==> config.mk <==
export PLATFORM = sky130hd
export DESIGN_NAME = posted_wr_arb
export DESIGN_NICKNAME = d
export VERILOG_FILES = /design/src/rtl/posted_wr_arb.sv
export SDC_FILE = /design/constraint.sdc
export NUM_CORES = 1
export LEC_CHECK = 0
export BUFFER_PORTS_ARGS = -buffer_cell sky130_fd_sc_hd__buf_2
export CAP_MARGIN = 20
export CELL_PAD_IN_SITES_DETAIL_PLACEMENT = 1
export CELL_PAD_IN_SITES_GLOBAL_PLACEMENT = 2
export CORE_MARGIN = 2
export CORE_UTILIZATION = 30
export DETAILED_ROUTE_END_ITERATION = 8
export GPL_TIMING_DRIVEN = 0
export PLACE_DENSITY = 0.6
export SLEW_MARGIN = 20
export SYNTH_ARGS = -nofsm -noshare
export SYNTH_HDL_FRONTEND = slang
export SYNTH_SLANG_ARGS = --single-unit
export TNS_END_PERCENT = 20
==> constraint.sdc <==
create_clock -name clk -period 8.2 [get_ports clk]
set_clock_uncertainty 0.2 [all_clocks]
set_input_delay 0.82 -clock clk [delete_from_list [all_inputs] [get_ports clk]]
set_output_delay 0.82 -clock clk [all_outputs]
set_load 0.02 [all_outputs]
==> src/rtl/posted_wr_arb.sv <==
module posted_wr_arb #(
  parameter int AW    = 32,
  parameter int DW    = 32,
  parameter int DEPTH = 8
) (
  input  logic          clk,
  input  logic          rst_n,
  input  logic          cpu_busy,
  input  logic          tgt_req,
  input  logic          tgt_we,
  input  logic [AW-1:0] tgt_addr,
  input  logic [DW-1:0] tgt_wdata,
  input  logic          tgt_last,
  output logic          tgt_ack,
  output logic          tgt_retry,
  output logic          tgt_stop,
  output logic [DW-1:0] tgt_rdata,
  output logic          pw_busy,
  output logic          mem_we,
  output logic          mem_re,
  output logic [AW-1:0] mem_addr,
  output logic [DW-1:0] mem_wdata,
  input  logic          mem_rdy,
  input  logic [DW-1:0] mem_rdata
);
  localparam int CW = $clog2(DEPTH + 1);
  localparam int IW = (DEPTH > 1) ? $clog2(DEPTH) : 1;

  typedef enum logic [1:0] {S_IDLE, S_CAP, S_DRN} st_t;

  st_t           st;
  logic [AW-1:0] base;
  logic [CW-1:0] wcnt;
  logic [IW-1:0] ridx;
  logic [DW-1:0] beats [DEPTH];

  logic acc_wr, full_nxt, rd_go, drn_acc, drn_last;

  assign acc_wr    = tgt_req & tgt_we & (st != S_DRN);
  assign full_nxt  = (wcnt == CW'(DEPTH - 1));
  assign rd_go     = tgt_req & ~tgt_we & (st == S_IDLE) & ~cpu_busy;

  assign tgt_ack   = acc_wr | (rd_go & mem_rdy);
  assign tgt_stop  = acc_wr & full_nxt & ~tgt_last;
  assign tgt_retry = tgt_req & ((st == S_DRN) | (~tgt_we & ((st != S_IDLE) | cpu_busy)));
  assign tgt_rdata = mem_rdata;
  assign pw_busy   = (st != S_IDLE);

  assign mem_re    = rd_go;
  assign mem_we    = (st == S_DRN) & ~cpu_busy;
  assign mem_addr  = rd_go ? tgt_addr : base + AW'(ridx);
  assign mem_wdata = beats[ridx];
  assign drn_acc   = mem_we & mem_rdy;
  assign drn_last  = drn_acc & (CW'(ridx) == wcnt - CW'(1));

  always_ff @(posedge clk or negedge rst_n) begin
    if (!rst_n) begin
      st   <= S_IDLE;
      base <= '0;
      wcnt <= '0;
      ridx <= '0;
    end else if (acc_wr) begin
      if (st == S_IDLE) base <= tgt_addr;
      wcnt <= wcnt + CW'(1);
      st   <= (tgt_last | full_nxt) ? S_DRN : S_CAP;
    end else if (drn_last) begin
      st   <= S_IDLE;
      wcnt <= '0;
      ridx <= '0;
    end else if (drn_acc) begin
      ridx <= ridx + IW'(1);
    end
  end

  always_ff @(posedge clk)
    if (acc_wr) beats[wcnt[IW-1:0]] <= tgt_wdata;

  a_r6_cpu_excl: assert property (@(posedge clk) disable iff (!rst_n)
    cpu_busy |-> !(mem_we || mem_re));

  a_r3_no_overflow: assert property (@(posedge clk) disable iff (!rst_n)
    wcnt <= CW'(DEPTH));

  a_r4_retry_drain: assert property (@(posedge clk) disable iff (!rst_n)
    (st == S_DRN && tgt_req) |-> (tgt_retry && !tgt_ack));

  a_r7_clear_after_last: assert property (@(posedge clk) disable iff (!rst_n)
    drn_last |=> !pw_busy);

  a_r2_busy_after_beat: assert property (@(posedge clk) disable iff (!rst_n)
    (tgt_ack && tgt_we) |=> pw_busy);

  a_r8_read_retry: assert property (@(posedge clk) disable iff (!rst_n)
    (tgt_req && !tgt_we && (pw_busy || cpu_busy)) |-> (tgt_retry && !tgt_ack && !mem_re));

  a_r10_hold: assert property (@(posedge clk) disable iff (!rst_n)
    (mem_we && !mem_rdy && !tgt_ack) |=> (mem_addr == $past(mem_addr)));
endmodule

==> results.txt <==
switch share: 34.73%
combinational power share: 35.4%
Yosys reg bits: 297
first-pass GRT wire length: 49.00 mm
Max H-tree Level: 2
TritonCTS Sinks: 297
endpoints failing setup: 0
Bufs on Longest Clock Path: 3
hold buffers post-CTS: 0
Cells after Synth: 718
DRC violations left: 0
most frequent cells in the layout: edfxtp_1, buf_2, mux2_2
post-cts sizing count: 0
Reg clk slew, reported paths: 60 ps
latest clock arrival within the worst-skew pair: 530 ps
GRT Residual Overflow: 0
Setup Fix Bufs, Post-CTS: 0
CP arrival: 2930 ps
row count: 75
port bufs: 172
first-pass detailed-route iteration total: 4
max_slew headroom: 35.48%
Pint: 3.495 mW
final WL: 32.61 mm
gp weighted congestion: 0.7022
Min Hold Slack: 96.63 ps
vias in the first global route: 7676
CTS tree: done
fillers: 4238
total number of vias: 7178
final slew viol count: 0
Worst Tran Pin Value: 967.8 ps
post-DR vias/cell: 4.707
Starting Density: 30.38%
sequential share of the synthesized area: 68.53%
EDFF count, synth: 256
Post-Syn Nets: 828
clock network fraction of total power: 27.9%
Synth cell types: 42
Lkg Pwr: 5.592 nW
synth warn: 0
Final Hold Fails: 0
Setup CP Type: register to primary output
num ports: 205
share of power burned in registers: 36.7%
syn avg cell area: 17.71 um2
CP Capture Type: primary output
Async S/R FF share, synth: 13.80%
final setup TNS: 0 ps
area of the core: 41850 um2
Tcrit/Tclk final: 48.20%
Switch Pwr: 1.860 mW
IR drop worst, VDD: 0.1936 mV
RSZ-0062 raised after global routing: no
post-detail-place hpwl: 23.11 mm
Die X: 209.9 um
die span in y: 209.9 um
Critical Path RT: 7180 ps
Pwr Density: 340.8 nW/um2
First DRT Iteration DRCs: 280
startpoint class of the critical path: register
root buffer cell: clkbuf_16
layout cell share with drive strength beyond 1: 46.29%
synth-to-layout area growth: 23.56%
cell area after technology mapping: 12710 um2
largest net degree at the start of global routing: 42
Tmin final: 3952 ps
# nets final: 1068
antenna violations before repair: 5
number of max-cap violations: 0
status: finished, final reports clean
post-route ant nets: 0
CTS Buf Count: 35
ys flop type: edfxtp_1
commonest non-fill, non-tap cell in the layout: edfxtp_1
Avg WL per Cell: 21.39 um
worst-path maximum fanout: 10
die area: 44050 um2
worst min path class: input pin to async pin
Tot GR Track Use: 14.89%
highest clock rate: 253.0 MHz
## critical path: stages, from the launching register on
cell	delay (ps)
dfrtp_1	500
buf_2	310
clkbuf_1	720
mux4_2	410
mux2_2	300
buf_2	160
## through the flow
stage                     util, %  setup WS, ps  area, um2  total power, mW  instances
final                       37.54          4248      15710            5.354       1525
after global routing        37.53          4074      15710            5.639       1524
after CTS                   37.52          4155      15710            5.458       1524
after detailed placement    34.89          4746      14600            3.941       1460
after global placement      34.05        -932.5      14250            3.909       1429
after floorplan                 -          3366      12710            3.269        718
## kinds of logic after synthesis
family / share of synthesized area [%]
flip-flops: 68.53
buffers and inverters: 3.297
AO/OA/AOI/OAI: 1.948
adder cells (fa/ha/maj): 0.7479
AND/OR/NAND/NOR: 5.875
multiplexers: 17.26
XOR/XNOR: 2.342
## Yosys cell counts, types with 8 or more instances
master / instances / area [um2]
edfxtp_1: 256 / 7687
mux2_2: 66 / 743.2
mux4_2: 64 / 1441
nand2_1: 56 / 210.2
dfrtp_1: 41 / 1026
buf_4: 37 / 277.8
o21ai_0: 32 / 160.2
xor2_1: 20 / 175.2
nand4_1: 15 / 93.84
buf_2: 14 / 70.07
nor2_1: 14 / 52.55
xnor2_1: 14 / 122.6
clkbuf_1: 13 / 48.80
nor3_1: 10 / 50.05
nand3_1: 8 / 40.04
## worst paths after layout
check | endpoint | slack (ps) | from | cells after the start
max | mem_wdata[22] | 4250 | ridx[1]$_DFFE_PN0P_ | 5
min | base[9]$_DFFE_PN0P_ | 100 | rst_n | 1
max reg2reg | beats[3][7]$_DFFE_PP_ | 5280 | st[0]$_DFFE_PN0P_ | 7
min reg2reg | base[2]$_DFFE_PN0P_ | 320 | base[2]$_DFFE_PN0P_ | 1
max in group asynchronous | base[22]$_DFFE_PN0P_ | 7300 | rst_n | 1
min in group clk | base[2]$_DFFE_PN0P_ | 320 | base[2]$_DFFE_PN0P_ | 1
## power groups by stage
stage	sequential, mW	combinational, mW	clock, mW
2_1_floorplan	1.96	1.31	0
3_3_place_gp	2.01	1.90	0
3_5_place_dp	2.00	1.94	0
4_1_cts	1.97	1.95	1.54
5_1_grt	1.99	2.06	1.59
6_report	1.96	1.90	1.49
## metal layers
layer	GRT usage (%)	vias to the layer above	share of wire [%]
li1	-	3290	-
met1	20.22	3647	45
met2	24.54	174	48
met3	2.828	59	4.7
met4	4.060	8	2.1
met5	0	-	0.13
## registers in the layout, indices dropped and copies added (netlist names)
name,flops
beats,256
base,32
wcnt,4
ridx,3
st,2
## area by class of cell
type / count / area (um2) / area share [%]
inverter: 6 / 22.52 / 0.1434
sequential: 297 / 8713 / 55.46
clock inverter: 22 / 198.9 / 1.266
clock buffer: 42 / 902.1 / 5.742
timing repair buffer: 203 / 1169 / 7.439
multi-input combinational: 351 / 3631 / 23.11
buffer: 64 / 396.6 / 2.525
tap: 539 / 674.4 / 4.293
antenna: 1 / 2.502 / 0.01593
Power figures use the tool's default switching activity.
